<file path="src/rtl/sar_pkg.sv">
// Shared types for the successive-approximation controller.
// Assumes nothing beyond a two-state control flow.
package sar_pkg;
    typedef enum logic {
        ST_IDLE = 1'b0,
        ST_CONV = 1'b1
    } sar_state_e;
endpackage

</file>
<file path="src/rtl/sar_seq.sv">
// Sequencer: tracks idle/converting state and the index of the bit under
// test, raises the done pulse. Assumes N >= 2 and a synchronous active-low reset.
module sar_seq
    import sar_pkg::*;
#(
    parameter int N = 8,
    localparam int IW = (N > 1) ? $clog2(N) : 1
) (
    input  logic          clk,
    input  logic          rst_n,
    input  logic          start,
    output logic          busy,
    output logic          load,
    output logic          last,
    output logic          done,
    output logic [IW-1:0] ptr
);
    sar_state_e state_q;

    // Decode handy control strobes from the state and bit index.
    always_comb begin
        busy = (state_q == ST_CONV);
        load = (state_q == ST_IDLE) && start;
        last = busy && (ptr == '0);
    end

    // Advance state and bit index; emit done after the final decision.
    always_ff @(posedge clk) begin
        if (!rst_n) begin
            state_q <= ST_IDLE;
            ptr     <= '0;
            done    <= 1'b0;
        end else begin
            done <= last;
            if (load) begin
                state_q <= ST_CONV;
                ptr     <= IW'(N - 1);
            end else if (last) begin
                state_q <= ST_IDLE;
            end else if (busy) begin
                ptr <= ptr - 1'b1;
            end
        end
    end

    AST_PTR_STEP: assert property (@(posedge clk) disable iff (!rst_n)
        (busy && ptr != '0) |=> (busy && ptr == $past(ptr) - 1'b1));
    AST_DONE_PULSE: assert property (@(posedge clk) disable iff (!rst_n)
        done |=> !done);
    AST_DONE_IDLE: assert property (@(posedge clk) disable iff (!rst_n)
        done |-> !busy);
endmodule

</file>
<file path="src/rtl/sar_code.sv">
// Code register: holds the trial code and the final result. Each bit has
// its own update rule, chosen by the bit index supplied by the sequencer.
// Assumes cmp_above is valid for the trial code present in the same cycle.
module sar_code #(
    parameter int N = 8,
    localparam int IW = (N > 1) ? $clog2(N) : 1
) (
    input  logic          clk,
    input  logic          rst_n,
    input  logic          load,
    input  logic          busy,
    input  logic          last,
    input  logic [IW-1:0] ptr,
    input  logic          cmp_above,
    output logic [N-1:0]  trial,
    output logic [N-1:0]  result
);
    for (genvar i = 0; i < N; i++) begin : g_bit
        logic bit_q;

        // Per-bit rule: seed MSB, decide the bit under test, arm the next one.
        always_ff @(posedge clk) begin
            if (!rst_n) begin
                bit_q <= 1'b0;
            end else if (load) begin
                bit_q <= (i == N - 1);
            end else if (busy) begin
                if (int'(ptr) == i) begin
                    bit_q <= ~cmp_above;
                end else if (int'(ptr) == i + 1) begin
                    bit_q <= 1'b1;
                end
            end
        end

        assign trial[i] = bit_q;
    end

    // Capture the completed code on the last decision; clear on a new start.
    always_ff @(posedge clk) begin
        if (!rst_n) begin
            result <= '0;
        end else if (load) begin
            result <= '0;
        end else if (last) begin
            result <= {trial[N-1:1], ~cmp_above};
        end
    end

    AST_CLEAR_ABOVE: assert property (@(posedge clk) disable iff (!rst_n)
        (busy && cmp_above) |=> (trial[$past(ptr)] == 1'b0));
    AST_KEEP_BELOW: assert property (@(posedge clk) disable iff (!rst_n)
        (busy && !cmp_above) |=> (trial[$past(ptr)] == 1'b1));
    AST_RESULT_HOLD: assert property (@(posedge clk) disable iff (!rst_n)
        (!busy && !load) |=> $stable(result));
endmodule

</file>
<file path="src/rtl/sar_ctrl.sv">
// Top of the successive-approximation controller. Joins the sequencer and
// the code register. Assumes an external DAC offset by half an LSB and a
// comparator that settles within one clock period.
module sar_ctrl #(
    parameter int N = 8
) (
    input  logic         clk,
    input  logic         rst_n,
    input  logic         start,
    input  logic         cmp_above,
    output logic [N-1:0] trial,
    output logic         busy,
    output logic         done,
    output logic [N-1:0] result
);
    localparam int IW = (N > 1) ? $clog2(N) : 1;
    localparam logic [N-1:0] MSB_ONLY = {1'b1, {(N-1){1'b0}}};

    logic          load;
    logic          last;
    logic [IW-1:0] ptr;

    sar_seq #(.N(N)) u_seq (
        .clk   (clk),
        .rst_n (rst_n),
        .start (start),
        .busy  (busy),
        .load  (load),
        .last  (last),
        .done  (done),
        .ptr   (ptr)
    );

    sar_code #(.N(N)) u_code (
        .clk       (clk),
        .rst_n     (rst_n),
        .load      (load),
        .busy      (busy),
        .last      (last),
        .ptr       (ptr),
        .cmp_above (cmp_above),
        .trial     (trial),
        .result    (result)
    );

    AST_START_MSB: assert property (@(posedge clk) disable iff (!rst_n)
        (!busy && start) |=> (busy && trial == MSB_ONLY && result == '0));
endmodule

</file>
<file path="config.mk">
export PLATFORM = sky130hd
export DESIGN_NAME = sar_ctrl
export DESIGN_NICKNAME = d
export VERILOG_FILES = /design/src/rtl/sar_pkg.sv /design/src/rtl/sar_seq.sv /design/src/rtl/sar_code.sv /design/src/rtl/sar_ctrl.sv
export SDC_FILE = /design/constraint.sdc
export NUM_CORES = 1
export LEC_CHECK = 0
export BUFFER_PORTS_ARGS = -buffer_cell sky130_fd_sc_hd__buf_2
export CAP_MARGIN = 25
export CORE_ASPECT_RATIO = 0.9
export CORE_MARGIN = 2
export CORE_UTILIZATION = 40
export DETAILED_ROUTE_END_ITERATION = 10
export PLACE_DENSITY_LB_ADDON = 0.3
export SLEW_MARGIN = 10
export SYNTH_ARGS = -nofsm -noshare
export SYNTH_HDL_FRONTEND = slang
export SYNTH_HIERARCHICAL = 1
export SYNTH_SLANG_ARGS = --single-unit
</file>
<file path="constraint.sdc">
create_clock -name clk -period 3.2 [get_ports clk]
set_clock_uncertainty 0.05 [all_clocks]
set_input_delay 0.48 -clock clk [delete_from_list [all_inputs] [get_ports clk]]
set_output_delay 0.48 -clock clk [all_outputs]
set_load 0.03 [all_outputs]
</file>
==> impl_results.html <==
<table>
<tr><th>Metric</th><th>Value</th></tr>
<tr><th colspan="2">Run status</th></tr>
<tr><td>Status</td><td>finished, final reports clean</td></tr>
<tr><th colspan="2">Logic synthesis</th></tr>
<tr><td>Top-count cell post-synth</td><td>dfxtp_1</td></tr>
<tr><td>Post-synth ARST share</td><td>0%</td></tr>
<tr><td>Sequential cell area fraction in the yosys report</td><td>between 40% and 50%</td></tr>
<tr><td>Summed instance area of the synthesized netlist</td><td>slightly below 0.001 mm2</td></tr>
<tr><td>Main area contributors after synthesis</td><td>dfxtp_1, mux2i_1, buf_4</td></tr>
<tr><td>Most used flip-flop cell after synthesis</td><td>dfxtp_1</td></tr>
<tr><td>Post-synth top cells</td><td>dfxtp_1, nor2_1, mux2i_1, buf_4, a211oi_1</td></tr>
<tr><td>Total nets after synthesis</td><td>between 100 and 150</td></tr>
<tr><td>Distinct cells, synth</td><td>33</td></tr>
<tr><td>Number of storage elements in the synthesis netlist</td><td>21</td></tr>
<tr><td>EDFF count, synth</td><td>0</td></tr>
<tr><td>Library cell occupying the most area in the post-synthesis netlist</td><td>dfxtp_1</td></tr>
<tr><td>Mean Syn Cell Area</td><td>roughly 9.8 um2</td></tr>
<tr><td>Synth Instances</td><td>99</td></tr>
<tr><td>Number of warnings reported in the yosys synthesis log</td><td>6</td></tr>
<tr><td>Area share of the leading cell type in the synthesized netlist</td><td>a little over two fifths</td></tr>
<tr><th colspan="2">Timing</th></tr>
<tr><td>Setup TNS</td><td>0 ns</td></tr>
<tr><td>Tightest slew margin relative to the limit</td><td>approximately three fifths</td></tr>
<tr><td>Tightest Pin Transition</td><td>a little over 0.6 ns</td></tr>
<tr><td>Worst hold-check slack</td><td>0.352 ns</td></tr>
<tr><td>Highest attainable clock frequency</td><td>around 540 MHz</td></tr>
<tr><td>Fraction of the cycle the final worst path needs</td><td>slightly below 60%</td></tr>
<tr><td>Setup-violating endpoint count in the final report</td><td>0</td></tr>
<tr><td>Unrepaired setup endpoints after global routing</td><td>no</td></tr>
<tr><td>Fin. max-slew vios</td><td>0</td></tr>
<tr><td>Final Hold Viols</td><td>0</td></tr>
<tr><td>Crit path time final</td><td>~1.9 ns</td></tr>
<tr><th colspan="2">Clock network</th></tr>
<tr><td>Cell chosen for the clock root</td><td>clkbuf_4</td></tr>
<tr><td>CTS clk-pin slew, worst paths</td><td>~0.11 ns</td></tr>
<tr><td>CTS-repair resized insts</td><td>0</td></tr>
<tr><td>Worst-skew pair later-pin latency</td><td>around 0.30 ns</td></tr>
<tr><td>TritonCTS clock tree</td><td>built</td></tr>
<tr><td>Post-CTS setup buffer count</td><td>0</td></tr>
<tr><td>Clock net sink count</td><td>21</td></tr>
<tr><td>Number of buffers created by CTS</td><td>3</td></tr>
<tr><td>Cts-stage hold buffer count</td><td>0</td></tr>
<tr><td>Clock H-tree levels</td><td>1</td></tr>
<tr><td>Max Buffers Root-to-Sink</td><td>2</td></tr>
<tr><th colspan="2">Finish</th></tr>
<tr><td>Utilization of the core after routing</td><td>about 47%</td></tr>
<tr><td>Ratio of cells with drive above 1 in the final layout</td><td>between 30% and 40%</td></tr>
<tr><td>Total non-filler cell area in the finished layout</td><td>approximately 0.0011 mm2</td></tr>
<tr><td>Total inserted antenna cells</td><td>0</td></tr>
<tr><td>Area overhead of the layout relative to synthesis</td><td>9.31%</td></tr>
<tr><td>Layout Nets</td><td>120</td></tr>
<tr><th colspan="2">Placed design</th></tr>
<tr><td>Routability Congestion</td><td>around 0.81</td></tr>
<tr><td>Port-buffer cells</td><td>21</td></tr>
<tr><td>Instance area at placement</td><td>0.00103 mm2</td></tr>
<tr><td>HPWL Detailed</td><td>roughly 1300 um</td></tr>
<tr><th colspan="2">Floorplan</th></tr>
<tr><td>Die Span X</td><td>between 50 and 60 um</td></tr>
<tr><td>Initial standard-cell utilization of the core</td><td>between 40 and 50%</td></tr>
<tr><td>Top Ports</td><td>22</td></tr>
<tr><td>Core region area</td><td>about 0.0022 mm2</td></tr>
<tr><td>Die boundary height</td><td>~50 um</td></tr>
<tr><td>Number of placement rows</td><td>16</td></tr>
<tr><td>Die Outline Area</td><td>0.00283 mm2</td></tr>
<tr><th colspan="2">Global route</th></tr>
<tr><td>Number of antenna violations at the first check in global routing</td><td>0</td></tr>
<tr><td>Total global routing track utilization</td><td>13.8%</td></tr>
<tr><td>Global-route wire length before repair</td><td>roughly 3000 um</td></tr>
<tr><td>Via count of the first global-routing pass</td><td>667</td></tr>
<tr><td>Global route hottest layer</td><td>met2</td></tr>
<tr><td>M2 GR Usage</td><td>22.2%</td></tr>
<tr><td>Remaining global-route overflow</td><td>0</td></tr>
<tr><td>Largest net degree at the start of global routing</td><td>18</td></tr>
<tr><td>Met3 track demand over resource in global routing</td><td>5.93%</td></tr>
<tr><td>GR Layer Usage met1</td><td>roughly 16%</td></tr>
<tr><th colspan="2">Route</th></tr>
<tr><td>Initial DRT Pass Iterations</td><td>4</td></tr>
<tr><td>Count of unresolved DRC violations after routing</td><td>0</td></tr>
<tr><td>ANT nets after route</td><td>0</td></tr>
<tr><td>Wirelength per Cell</td><td>roughly 13 um</td></tr>
<tr><td>Total routed wirelength</td><td>about 1800 um</td></tr>
<tr><td>Via count</td><td>~740</td></tr>
<tr><td>Detailed-route vias per instance</td><td>approximately 5.3</td></tr>
<tr><td>Starting DRT DRC Count</td><td>4</td></tr>
<tr><th colspan="2">Power</th></tr>
<tr><td>Power per Cell Area</td><td>490 mW/mm2</td></tr>
<tr><td>Design Power</td><td>518 uW</td></tr>
<tr><td>Leak</td><td>0.453 nW</td></tr>
<tr><td>Worst VDD drop</td><td>about 0.00035 V</td></tr>
<tr><th colspan="2">Critical path</th></tr>
<tr><td>Critical Path Start Type</td><td>flop</td></tr>
<tr><td>Kind of end point of the critical path</td><td>flop</td></tr>
<tr><td>Critical path peak fanout</td><td>13</td></tr>
<tr><td>Data required time of the worst path</td><td>3.33 ns</td></tr>
<tr><td>Critical path data arrival time</td><td>just under 2 ns</td></tr>
<tr><td>Worst Path Class, Setup</td><td>flop to flop</td></tr>
<tr><th colspan="2">Flow run</th></tr>
<tr><td>Number of max-cap violations</td><td>0</td></tr>
<tr><th colspan="2">Worst hold path</th></tr>
<tr><td>Min-Delay Path Class</td><td>primary input to flop</td></tr>
</table>
[metal layers]
metal | routed length, um | vias to the layer above
li1 | - | 374
met1 | 856 | 344
met2 | 875 | 16
met3 | 99 | 2
met4 | 12 | 0
met5 | 0 | -
[stage by stage]
| step | instances | setup slack [ns] |
|---|---|---|
| 2_1_floorplan | 99 | 1.63 |
| 3_3_place_gp | 136 | 1.47 |
| 3_5_place_dp | 136 | 1.39 |
| 4_1_cts | 140 | 1.37 |
| 5_1_grt | 140 | 1.22 |
| 6_report | 140 | 1.34 |
[path summary, 6_finish.rpt]
| check | cells after the start | from | end | slack [ns] |
|---|---|---|---|---|
| setup / recovery | 6 | u_seq/ptr[1] | u_code/result[7] | 1.34 |
| hold / removal | 2 | cmp_above | u_code/result[0] | 0.35 |
| hold reg to reg | 2 | u_code/result[0] | u_code/result[0] | 0.44 |
| setup reg to reg | 6 | u_seq/ptr[1] | u_code/result[7] | 1.34 |
[final cells by class]
| type | count | area, um2 |
|---|---|---|
| Inverter | 3 | 11.3 |
| Tap cell | 27 | 33.8 |
| Multi-Input combinational cell | 64 | 460 |
| Sequential cell | 21 | 420 |
| Timing Repair Buffer | 21 | 105 |
| Fill cell | 225 | 1180 |
| Clock buffer | 4 | 26.3 |
[flip-flops by register name, indices dropped and copies added, names as in the netlist]
| register | flops |
|---|---|
| u_seq/ptr | 3 |
| u_seq/busy | 1 |
| u_code/g_bit.bit_q | 8 |
| u_code/result | 8 |
| u_seq/done | 1 |
[power by group]
| group | internal (mW) | total, mW | switching, mW |
|---|---|---|---|
| clock | 0.0486 | 0.125 | 0.0760 |
| combinational | 0.0403 | 0.0958 | 0.0555 |
| sequential | 0.274 | 0.298 | 0.0242 |
| total | 0.362 | 0.518 | 0.156 |
[critical path: stages (launching register included)]
cell	delay [ns]
dfxtp_1	0.61
inv_1	0.14
ha_1	0.24
nor2b_4	0.15
and2_2	0.31
mux2i_1	0.19
nor2_1	0.05
[cell usage in the layout (no fill, tap or decap), drive strengths merged, types with 3 or more instances in the layout]
| cell | n |
|---|---|
| nand2 | 4 |
| and2 | 3 |
| dfxtp | 21 |
| nor2b | 3 |
| buf | 21 |
| inv | 3 |
| a21oi | 3 |
| clkbuf | 4 |
| nor2 | 14 |
| a211oi | 6 |
| mux2i | 9 |
[cell families after synthesis]
logic type	synth area share [%]
fa+ha+maj	2.59
buf+inv	8.93
flops	43.5
simple gates	20.7
mux	9.31
compound gates	15.0
Power figures use the tool's default switching activity.
